File: src/rtl/npf_pkg.sv
package npf_pkg;

  typedef enum logic [1:0] {
    KIND_READ  = 2'b00,
    KIND_WRITE = 2'b01,
    KIND_OWN   = 2'b10,
    KIND_UPG   = 2'b11
  } npf_kind_e;

  typedef enum logic [2:0] {
    SRC_DEMAND = 3'b000,
    SRC_L1_PF  = 3'b010,
    SRC_L2_PF  = 3'b100
  } npf_src_e;

endpackage

File: src/rtl/npf_stage.sv
module npf_stage #(
  parameter int AW = 32
) (
  input  logic          clk,
  input  logic          rst_n,
  input  logic          in_valid,
  input  logic [AW-1:0] in_paddr,
  input  logic [AW-1:0] in_vaddr,
  input  logic          in_uncached,
  input  logic          in_ifetch,
  output logic          s_valid,
  output logic [AW-1:0] s_paddr,
  output logic [AW-1:0] s_vaddr,
  output logic          s_uncached,
  output logic          s_ifetch
);

  always_ff @(posedge clk) begin
    if (!rst_n) begin
      s_valid    <= 1'b0;
      s_paddr    <= '0;
      s_vaddr    <= '0;
      s_uncached <= 1'b0;
      s_ifetch   <= 1'b0;
    end else begin
      s_valid    <= in_valid;
      s_paddr    <= in_paddr;
      s_vaddr    <= in_vaddr;
      s_uncached <= in_uncached;
      s_ifetch   <= in_ifetch;
    end
  end

endmodule

File: src/rtl/npf_addr_calc.sv
module npf_addr_calc #(
  parameter int AW         = 32,
  parameter int LINE_BYTES = 64,
  parameter int PAGE_BYTES = 4096
) (
  input  logic [AW-1:0] cur_paddr,
  input  logic [AW-1:0] cur_vaddr,
  output logic [AW-1:0] nxt_paddr,
  output logic [AW-1:0] nxt_vaddr,
  output logic          same_page
);

  localparam int PG_W = $clog2(PAGE_BYTES);

  function automatic logic [AW-1:0] f_next_line(input logic [AW-1:0] a);
    return a + AW'(LINE_BYTES);
  endfunction

  function automatic logic [AW-PG_W-1:0] f_page_num(input logic [AW-1:0] a);
    return a[AW-1:PG_W];
  endfunction

  initial begin
    if ((LINE_BYTES & (LINE_BYTES - 1)) != 0 || (PAGE_BYTES & (PAGE_BYTES - 1)) != 0)
      $error("line and page sizes must be powers of two");
    if (LINE_BYTES > PAGE_BYTES || PG_W >= AW)
      $error("page must hold a line and fit the address");
  end

  always_comb begin
    nxt_paddr = f_next_line(cur_paddr);
    nxt_vaddr = f_next_line(cur_vaddr);
    same_page = (f_page_num(nxt_paddr) == f_page_num(cur_paddr));
  end

endmodule

File: src/rtl/npf_sat_counter.sv
module npf_sat_counter #(
  parameter int CNT_W = 32
) (
  input  logic             clk,
  input  logic             rst_n,
  input  logic             inc,
  output logic [CNT_W-1:0] count
);

  logic at_max;
  assign at_max = &count;

  always_ff @(posedge clk) begin
    if (!rst_n)                count <= '0;
    else if (inc && !at_max)   count <= count + CNT_W'(1);
  end

  // a counted event moves the count by exactly one
  p_count_step_r4: assert property (@(posedge clk) disable iff (!rst_n)
    (inc && (count != {CNT_W{1'b1}})) |=> (count == $past(count) + CNT_W'(1)));

  // once full the count stays full
  p_sat_hold_r7: assert property (@(posedge clk) disable iff (!rst_n)
    (count == {CNT_W{1'b1}}) |=> (count == {CNT_W{1'b1}}));

  // no event, no movement
  p_idle_stable_r4: assert property (@(posedge clk) disable iff (!rst_n)
    !inc |=> $stable(count));

endmodule

File: src/rtl/npf_prefetch_gen.sv
module npf_prefetch_gen
  import npf_pkg::*;
#(
  parameter int AW         = 32,
  parameter int LINE_BYTES = 64,
  parameter int PAGE_BYTES = 4096,
  parameter int CNT_W      = 32
) (
  input  logic             clk,
  input  logic             rst_n,
  input  logic             trig_valid,
  input  logic [AW-1:0]    trig_paddr,
  input  logic [AW-1:0]    trig_vaddr,
  input  logic             trig_uncached,
  input  logic             trig_ifetch,
  input  logic             q_full,
  output logic             pf_push,
  output logic [AW-1:0]    pf_paddr,
  output logic [AW-1:0]    pf_vaddr,
  output logic             pf_ifetch,
  output logic [1:0]       pf_kind,
  output logic [2:0]       pf_src_tag,
  output logic             pf_l1_link,
  output logic             pf_l2_link,
  output logic [CNT_W-1:0] pf_attempt_cnt,
  output logic [CNT_W-1:0] pf_drop_cnt
);

  localparam int PG_W  = $clog2(PAGE_BYTES);
  localparam int N_CNT = 2;

  logic          s_valid, s_uncached, s_ifetch;
  logic [AW-1:0] s_paddr, s_vaddr;
  logic [AW-1:0] nxt_paddr, nxt_vaddr;
  logic          same_page;

  // named events for the assertions
  logic ev_eligible;
  logic ev_drop;
  logic [N_CNT-1:0] cnt_inc;
  logic [CNT_W-1:0] cnt_val [N_CNT];

  npf_stage #(.AW(AW)) u_stage (
    .clk        (clk),
    .rst_n      (rst_n),
    .in_valid   (trig_valid),
    .in_paddr   (trig_paddr),
    .in_vaddr   (trig_vaddr),
    .in_uncached(trig_uncached),
    .in_ifetch  (trig_ifetch),
    .s_valid    (s_valid),
    .s_paddr    (s_paddr),
    .s_vaddr    (s_vaddr),
    .s_uncached (s_uncached),
    .s_ifetch   (s_ifetch)
  );

  npf_addr_calc #(
    .AW(AW), .LINE_BYTES(LINE_BYTES), .PAGE_BYTES(PAGE_BYTES)
  ) u_calc (
    .cur_paddr(s_paddr),
    .cur_vaddr(s_vaddr),
    .nxt_paddr(nxt_paddr),
    .nxt_vaddr(nxt_vaddr),
    .same_page(same_page)
  );

  assign ev_eligible = s_valid && !s_uncached && same_page;
  assign ev_drop     = ev_eligible && q_full;
  assign pf_push     = ev_eligible && !q_full;

  assign pf_paddr   = nxt_paddr;
  assign pf_vaddr   = nxt_vaddr;
  assign pf_ifetch  = s_ifetch;
  assign pf_kind    = KIND_READ;
  assign pf_src_tag = SRC_L2_PF;
  assign pf_l1_link = 1'b0;
  assign pf_l2_link = 1'b0;

  assign cnt_inc[0] = ev_eligible;
  assign cnt_inc[1] = ev_drop;

  for (genvar gi = 0; gi < N_CNT; gi++) begin : g_cnt
    npf_sat_counter #(.CNT_W(CNT_W)) u_cnt (
      .clk  (clk),
      .rst_n(rst_n),
      .inc  (cnt_inc[gi]),
      .count(cnt_val[gi])
    );
  end

  assign pf_attempt_cnt = cnt_val[0];
  assign pf_drop_cnt    = cnt_val[1];

  // never push into a full queue
  p_no_push_full_r5: assert property (@(posedge clk) disable iff (!rst_n)
    q_full |-> !pf_push);

  // uncacheable triggers produce nothing
  p_uncached_quiet_r3: assert property (@(posedge clk) disable iff (!rst_n)
    (s_valid && s_uncached) |-> (!pf_push && !ev_drop));

  // a pushed address shares the trigger's page
  p_same_page_r2: assert property (@(posedge clk) disable iff (!rst_n)
    pf_push |-> ((pf_paddr >> PG_W) == (s_paddr >> PG_W)));

  // pushed address lies exactly one line above the trigger
  p_line_step_r1: assert property (@(posedge clk) disable iff (!rst_n)
    pf_push |-> ((pf_paddr - s_paddr) == AW'(LINE_BYTES)
                 && (pf_vaddr - s_vaddr) == AW'(LINE_BYTES)));

  // drops never outnumber attempts
  p_drop_le_attempt_r5: assert property (@(posedge clk) disable iff (!rst_n)
    pf_drop_cnt <= pf_attempt_cnt);

  // pushed request fields
  p_fields_r6: assert property (@(posedge clk) disable iff (!rst_n)
    pf_push |-> (pf_kind == 2'b00 && pf_src_tag == 3'b100 && !pf_l1_link && !pf_l2_link));

endmodule

File: config.mk
export PLATFORM = sky130hd
export DESIGN_NAME = npf_prefetch_gen
export DESIGN_NICKNAME = d
export VERILOG_FILES = /design/src/rtl/npf_pkg.sv /design/src/rtl/npf_stage.sv /design/src/rtl/npf_addr_calc.sv /design/src/rtl/npf_sat_counter.sv /design/src/rtl/npf_prefetch_gen.sv
export SDC_FILE = /design/constraint.sdc
export NUM_CORES = 1
export LEC_CHECK = 0
export BUFFER_PORTS_ARGS = -buffer_cell sky130_fd_sc_hd__buf_2
export CAP_MARGIN = 20
export CORE_ASPECT_RATIO = 0.5
export CORE_UTILIZATION = 47
export CTS_BUF_LIST = sky130_fd_sc_hd__clkbuf_8
export DETAILED_ROUTE_END_ITERATION = 12
export PLACE_DENSITY = 0.87
export SLEW_MARGIN = 20
export SYNTH_ARGS = -nofsm -noshare
export SYNTH_HDL_FRONTEND = slang
export SYNTH_SLANG_ARGS = --single-unit
export TNS_END_PERCENT = 30
File: constraint.sdc
create_clock -name clk -period 2.7 [get_ports clk]
set_clock_uncertainty 0.15 [all_clocks]
set_input_delay 0.54 -clock clk [delete_from_list [all_inputs] [get_ports clk]]
set_output_delay 0.54 -clock clk [all_outputs]
set_load 0.02 [all_outputs]
[After elaboration in Yosys (flattened, before gate mapping)]
Index checks and enable logic that the tools add are counted.
Storage, ports and cells
  output and inout port bits: 137
  register bits after elaboration: 131
  word-level logic and storage cells: 24
  input port bits: 70
Cells by class
  equality and inequality tests: 1
  reduce and logical (&&, ||, !) cells: 12
  add/sub/neg operators: 4
Operators by type and width (number)
  $add A32 B1 Y32 const B: 2
  $add A32 B7 Y32 const B: 2
  $reduce_and A32 Y1: 2
  $eq A20 B20 Y1: 1
  $logic_and A1 B1 Y1: 6
  $logic_not A1 Y1: 4

[Logic depth before layout (Yosys ltp)]
Gate-level depths: netlist of the first run.
  depth after elaboration: 5
  gate-level depth with buffers: 8
  mapped depth without buffers: 6

[Hierarchy]
A second synthesis of the first run with hierarchy kept.
Second synthesis, totals
  cell total of the unflattened synthesis: 694
  area, all modules: 6242.2 µm²
By module, submodules not included
  npf_sat_counter: area an instance 1646.6 µm², times used 2, sequential area each 640.6 µm², cells each 194
  npf_stage: area an instance 1816.7 µm², times used 1, sequential area each 1341.3 µm², cells each 141
  npf_addr_calc: area an instance 1041.0 µm², times used 1, sequential area each 0.0 µm², cells each 153
  npf_prefetch_gen: area an instance 91.3 µm², times used 1, sequential area each 0.0 µm², cells each 12

[Least setup slack after synthesis of the first run]
Ideal clock, no wire load.
  path kind: reg-to-output
  start: reg u_stage.s_paddr[6]
  end: out pf_paddr[22]
  required time: 2010 ps
  cell stages (with the launch flop): 7
  setup slack: 134 ps
  arrival: 1876 ps
  path buffers: 0
  path through: dfxtp_1 ha_1 nand3_1 or4_1 nor2_1 and3_1 xor2_1
On the way
  longest elaborated chain between the ends: 1
RTL lines
  from (decl): line npf_stage.sv:12  | output logic [AW-1:0] s_paddr,
  from (signal assigned): line npf_stage.sv:27  | s_paddr <= in_paddr;
  $add A32 B7 Y32: line npf_addr_calc.sv:16  | return a + AW'(LINE_BYTES);
  to (decl): line npf_prefetch_gen.sv:18  | output logic [AW-1:0] pf_paddr,
No other way between the ends.

[Worst setup path in the final report of the first run]
  start: reg u_stage.s_paddr[17]
  end: out pf_paddr[22]
The elaborated chain is that of the path after synthesis.

==> results of run 1 <==
[synth_stat cells (3+ instances only)]
cell and n:
dfxtp_1 131, xor2_1 15, or4_1 23, nand3_1 34
mux2i_1 11, or2_2 4, xnor2_1 44, buf_4 19
nor4_1 11, a21oi_1 42, nor2_1 34, buf_2 3
nand2b_1 8, or3_1 21, inv_1 15, and4_1 6
o21ai_0 19, nor3_1 10, clkbuf_1 24, o41ai_1 3
ha_1 4, and2_1 69, and3_1 13, o31ai_1 18
nand4_1 33, nand2_1 50, o211ai_1 3
[kinds of logic (layout without fill, tap and decap cells)]
kind of cell,Yosys count,after routing,synth area share
AO/OA/AOI/OAI,100,100,0.1004
XOR/XNOR,59,59,0.08461
adder cells (fa/ha/maj),4,4,0.008195
buffers and inverters,63,278,0.05224
flip-flops,131,131,0.4294
multiplexers,11,11,0.01803
other,2,7,0.001230
AND/OR/NAND/NOR,326,326,0.3059
[what timing repair did]
action / CTS / global route
resized for setup: 40 / 46
pin swaps: 9 / 12
buffers inserted: 5 / 6
setup endpoints to repair: 24 / 31
hold buffers: 0 / 0
[path summary, 6_finish.rpt]
kind                                 start                  endpoint  slack [ns]  cells past startpoint
setup / recovery       u_stage.s_paddr[17]              pf_paddr[22]       -0.14                      6
hold / removal              trig_vaddr[20]       u_stage.s_vaddr[20]        0.15                      2
setup reg to reg        u_stage.s_paddr[7]  g_cnt[1].u_cnt.count[22]        0.06                      8
hold reg to reg   g_cnt[1].u_cnt.count[19]  g_cnt[1].u_cnt.count[19]        0.33                      2
[per-stage QoR]
stage | total power [W] | worst slack [ns] | util
after floorplan | 0.002286 | 0.1344 | -
after global placement | 0.002389 | 0.1734 | 0.5706
after detailed placement | 0.002400 | 0.1248 | 0.5706
after CTS | 0.004070 | -0.09446 | 0.6156
after global routing | 0.004228 | -0.2122 | 0.6308
final | 0.004061 | -0.1378 | 0.6308
[sequential cells by signal, summed over array words and instances (netlist names)]
name,flops
u_stage.s_valid,1
u_stage.s_vaddr,32
u_stage.s_paddr,32
u_stage.s_ifetch,1
u_stage.s_uncached,1
g_cnt.u_cnt.count,64
[routing by layer]
layer  vias up  share of wire
met5         -              0
met4         0          0.031
met2       230           0.50
met3        43          0.057
li1       2869              -
met1      2765           0.41
[cell type report]
cell class	instances	area share
multi-input cells	507	0.4211
flip-flops and latches	131	0.3341
well taps	170	0.02663
inverters	16	0.007519
clock inverters	14	0.01911
repair buffers	230	0.1606
clock buffers	18	0.03102
[power groups by stage]
stage	registers, W	logic [W]	clock network, W
after floorplan	0.00207	0.000214	0
after global placement	0.00207	0.000315	0
after detailed placement	0.00208	0.000323	0
after CTS	0.00203	0.000334	0.00170
after global routing	0.00204	0.000380	0.00180
final	0.00204	0.000348	0.00168
==> run_results.csv, run 1 <==
group,metric,value,unit
outcome,status,"finished with violations",
outcome,violations,"negative setup slack",
die,coreArea,0.01266,mm^2
sta,finalSetupTns,-0.1664,ns
yosys,synth-edff-count,0,
clock_network,cts-buffers-inserted,17,
global_route,grt_use_met2,0.4148,
yosys,ys_seq_elements,131,
global_route,grt_pass1_vias,5278,
power,clkPwrFrac,0.413,
power,ir_drop,0.0002627,V
yosys,synthFlopType,"dfxtp_1",
route,avgRoutedWirePerCell,14.95,um
critical_path,worst-path-buf-inv,2,
critical_path,worstPathCellList,"inv_1, or4_4, nor2_4, and3_1, xor2_1, buf_4",
power,pwr-share-seq,0.502,
critical_path,startpoint_type,"flop",
route,drt-pass1-iter-count,5,
die,start_util,0.4823,
place,port_buffers,199,
place,routabilityCongestion,0.8589,
sta,worst_slew_pin_slew,0.6027,ns
die,die-area,0.01348,mm^2
sta,whs,0.1548,ns
clock_network,cts-root-buf,"clkbuf_8",
critical_path,path_delay_family,"simple AND/OR/NAND/NOR gates",
die,die_height,82.61,um
cells_and_area,drive_gt1_frac,0.3526,
route,via_count,5907,
power,p_leak,3.322,nW
critical_path,worst_ep_required_time,2.01,ns
sta,period_needed,2.838,ns
global_route,use_met1,0.2652,
sta,fin_ws,-0.1378,ns
yosys,synth_area_leaders,"dfxtp_1 (43%), and2_1 (7.1%), xnor2_1 (6.3%)",
cells_and_area,fin_area,0.007988,mm^2
critical_path,path_class,"flop to output port",
place,hpwl,11130,um
place,detailed_place.area,0.007226,mm^2
yosys,synth_warnings,0,
cells_and_area,mostFrequentLayoutCell,"buf_2",
yosys,seq_area_frac_synth,0.4294,
power,swShare,0.2624,
yosys,synth.cell_area,0.006107,mm^2
clock_network,clk_latency,0.43,ns
cells_and_area,areaGrowthSynthToFinish,30.79,%
cells_and_area,n_fill_cell,1018,
cells_and_area,layout_common_cells,"buf_2 (179), dfxtp_1 (108), and2_1 (68), nand2_1 (50), buf_4 (50)",
job,maxCapViolCount,0,
critical_path,cp_data_arrival_time,2.15,ns
clock_network,ctsHtreeMaxLevel,4,
route,drt_wl_total,16230,um
sta,finalCritPeriodShare,1.051,
critical_path,end_kind,"output port",
yosys,yosysTopAreaCell,"dfxtp_1",
die,rows,29,
die,die_x,163.2,um
clock_network,tritoncts,"yes",
global_route,grt_pass1_wl,24750,um
yosys,synth_cell_types,50,
place,dp.cells,1043,
global_route,met3_usage,0.04496,
yosys,async_flop_share,0,
cells_and_area,layout.nets,977,
global_route,grt_max_degree,58,
sta,hold_viol_final,0,
yosys,syn_avg_cell_area,8.775,um^2
critical_path,crit_path_top_delay_cell,"or4_4",
global_route,grt_most_used_layer,"met2",
power,p_sw,0.001066,W
worst_hold_path,hold_class,"input pin to flop",
yosys,netlist_instances,696,
cells_and_area,regArea,0.002669,mm^2
sta,slew_violations,0,
yosys,synth_top_area_frac,0.4294,
clock_network,clk_pin_slew,0.09,ns
power,p_comb_frac,0.086,
route,vias_per_cell,5.439,
power,internal_power,0.002996,W
sta,rsz0062_at_grt,"yes",
cells_and_area,fin_cells,1086,
sta,fmax,352.4,MHz
global_route,antenna_found_initial,0,
sta,maxSlewHeadroom,0.5878,
cells_and_area,multi_input_area,0.003363,mm^2
route,drt_iter0_drc,371,
sta,setup_viol,2,
critical_path,worst-path-max-fanout,4,
clock_network,clock-sinks,131,
route,drc,0,
critical_path,slowest_delay,0.60,ns
power,powerDensity,508.4,mW/mm^2
global_route,overflow,0,
cells_and_area,diodes,0,
clock_network,clk_path_buf_depth,2,
die,io_pins,207,
global_route,grt_util_all_layers,0.2292,
route,drtAntennaViolNets,0,
Note: power is estimated with default switching activity, not from simulation.
==> run 2: changes to the inputs <==
--- a/config.mk
+++ b/config.mk
@@ -12,7 +12,8 @@
 export CTS_BUF_LIST = sky130_fd_sc_hd__clkbuf_8
 export DETAILED_ROUTE_END_ITERATION = 12
 export PLACE_DENSITY = 0.87
-export SLEW_MARGIN = 20
+export REMOVE_ABC_BUFFERS = 1
+export SLEW_MARGIN = 0
 export SYNTH_ARGS = -nofsm -noshare
 export SYNTH_HDL_FRONTEND = slang
 export SYNTH_SLANG_ARGS = --single-unit
==> run 2 against run 1 <==
Against the previous run:
- the run still ends with negative setup slack left
- fmax down 1.3%
- register-to-register slack gained 0.02 ns
- die area stayed put
- critical path depth unchanged
- setup slack got worse by 0.038 ns
- sequential power is essentially flat
- sequential share of layout area fell by 0.21 points
- via count up 1.3%
- critical path type unchanged
==> run_results.csv, run 2 (synthesis results as in run 1) <==
group,metric,value,unit
outcome,status,"finished with violations",
outcome,violations,"negative setup slack",
power,powerDensity,502.8,mW/mm^2
sta,maxSlewHeadroom,0.5285,
sta,period_needed,2.875,ns
cells_and_area,layout.nets,986,
cells_and_area,utilization,0.6350,
route,drt-pass1-iter-count,5,
clock_network,clock-sinks,131,
sta,setup_viol,11,
critical_path,cp_data_arrival_time,2.19,ns
sta,slew_violations,0,
critical_path,startpoint_type,"flop",
global_route,grt_max_degree,89,
clock_network,clk_latency,0.43,ns
sta,worst_slew_pin_slew,0.7073,ns
global_route,overflow,0,
die,io_pins,207,
global_route,grt_pass1_vias,5344,
cells_and_area,largest_reg_flops,64,
global_route,grt_pass1_wl,24340,um
job,maxCapViolCount,0,
route,drtAntennaViolNets,0,
cells_and_area,drive_gt1_frac,0.3550,
place,hpwl,11110,um
place,port_buffers,199,
cells_and_area,mostFrequentLayoutCell,"buf_2",
sta,whs,0.1544,ns
clock_network,clk_pin_slew,0.08,ns
clock_network,cts-buffers-inserted,17,
clock_network,clk_path_buf_depth,2,
route,via_count,5985,
die,start_util,0.4823,
route,drt-met1-wl,6878,um
route,met2WireLength,8307,um
global_route,grt_util_all_layers,0.2251,
die,coreArea,0.01266,mm^2
clock_network,cts-root-buf,"clkbuf_8",
cells_and_area,diodes,0,
sta,fin_ws,-0.1754,ns
place,detailed_place.area,0.007211,mm^2
clock_network,tritoncts,"yes",
cells_and_area,largest_registers,"g_cnt.u_cnt.count x64, u_stage.s_paddr x32, u_stage.s_vaddr x32",
die,rows,29,
sta,hold_viol_final,0,
critical_path,worst_ep_required_time,2.01,ns
die,die_height,82.61,um
clock_network,ctsHtreeMaxLevel,4,
route,routed.top_layer,"met4",
cells_and_area,largest_register,"g_cnt.u_cnt.count",
sta,fmax,347.8,MHz
die,die-area,0.01348,mm^2
power,total_power,0.004043,W
route,drt_wl_total,16540,um
critical_path,end_kind,"output port",
power,ir_drop,0.0002685,V
route,vias_per_cell,5.471,
cells_and_area,areaGrowthSynthToFinish,31.67,%
clock_network,hold_buffers,0,
worst_hold_path,hold_class,"input pin to flop",
route,avgRoutedWirePerCell,15.12,um
sta,finalCritPeriodShare,1.065,
cells_and_area,fin_area,0.008041,mm^2
cells_and_area,layout_common_cells,"buf_2 (184), dfxtp_1 (109), and2_1 (68), buf_4 (52), nand2_1 (49)",
sta,finalSetupTns,-0.8990,ns
place,routabilityCongestion,0.8447,
critical_path,path_class,"flop to output port",
power,p_leak,3.355,nW
sta,rsz0062_at_grt,"yes",
route,drt_iter0_drc,312,
critical_path,worst-path-max-fanout,3,
route,met3_wirelength,874,um
die,die_x,163.2,um
global_route,antenna_found_initial,0,
route,drc,0,
[run 2: cell count changes in the layout (fill, tap and decap cells not counted), moves of 2 or more]
cell | before | now
buf_6 | 1 | 3
nand3_2 | 3 | 0
clkinv_2 | 1 | 3
xnor2_1 | 40 | 42
nand3_4 | 2 | 4
dfxtp_2 | 16 | 14
xnor2_2 | 4 | 2
buf_4 | 50 | 52
buf_2 | 179 | 184
inv_6 | 4 | 1
[run 2: worst paths after layout]
path | start | endpoint | slack [ns] | cells after the start
hold reg to reg | g_cnt[0].u_cnt.count[16] | g_cnt[0].u_cnt.count[16] | 0.34 | 2
setup / recovery | u_stage.s_paddr[15] | pf_paddr[20] | -0.18 | 6
setup reg to reg | u_stage.s_paddr[7] | g_cnt[1].u_cnt.count[16] | 0.08 | 8
hold / removal | trig_vaddr[31] | u_stage.s_vaddr[31] | 0.15 | 2
[run 2: metal layers]
layer / up-vias / GRT usage
met5: - / 0
met1: 2814 / 0.2509
li1: 2885 / -
met4: 0 / 0.1075
met2: 237 / 0.4178
met3: 49 / 0.04845
[run 2: area by class of cell]
class                      instances  area [um^2]
clock buffer                      19        261.5
fill                            1025         4622
clock inverter                    12        132.6
inverter                          16        60.06
tap                              170        212.7
timing repair buffer             239         1345
sequential                       131         2670
multi-input combinational        507         3359
[run 2: per-stage QoR]
| step | std cells | setup WS, ns |
|---|---|---|
| floorplan | 654 | 0.02290 |
| global placement | 1041 | 0.1835 |
| detailed placement | 1041 | 0.08974 |
| CTS | 1087 | -0.02839 |
| global route | 1094 | -0.2574 |
| finish | 1094 | -0.1754 |
[run 2: timing repair]
action | 4_1_cts | 5_1_grt
buffers inserted | 15 | 7
resized for setup | 42 | 40
setup endpoints to repair | 24 | 41
pin swaps | 11 | 14
cloned | 0 | 0
[run 2: worst max-delay path: stages (launching register included)]
cell and delay (ns):
dfxtp_2 0.34, nand4_1 0.21, or4_4 0.57, nor2_4 0.11, buf_4 0.13, xor2_1 0.21
buf_4 0.18
[run 2: report_power, final]
part / switching, W / total (W) / internal (W)
Clock: 0.000790 / 0.00166 / 0.000866
Sequential: 0.0000524 / 0.00204 / 0.00199
Combinational: 0.000196 / 0.000349 / 0.000153
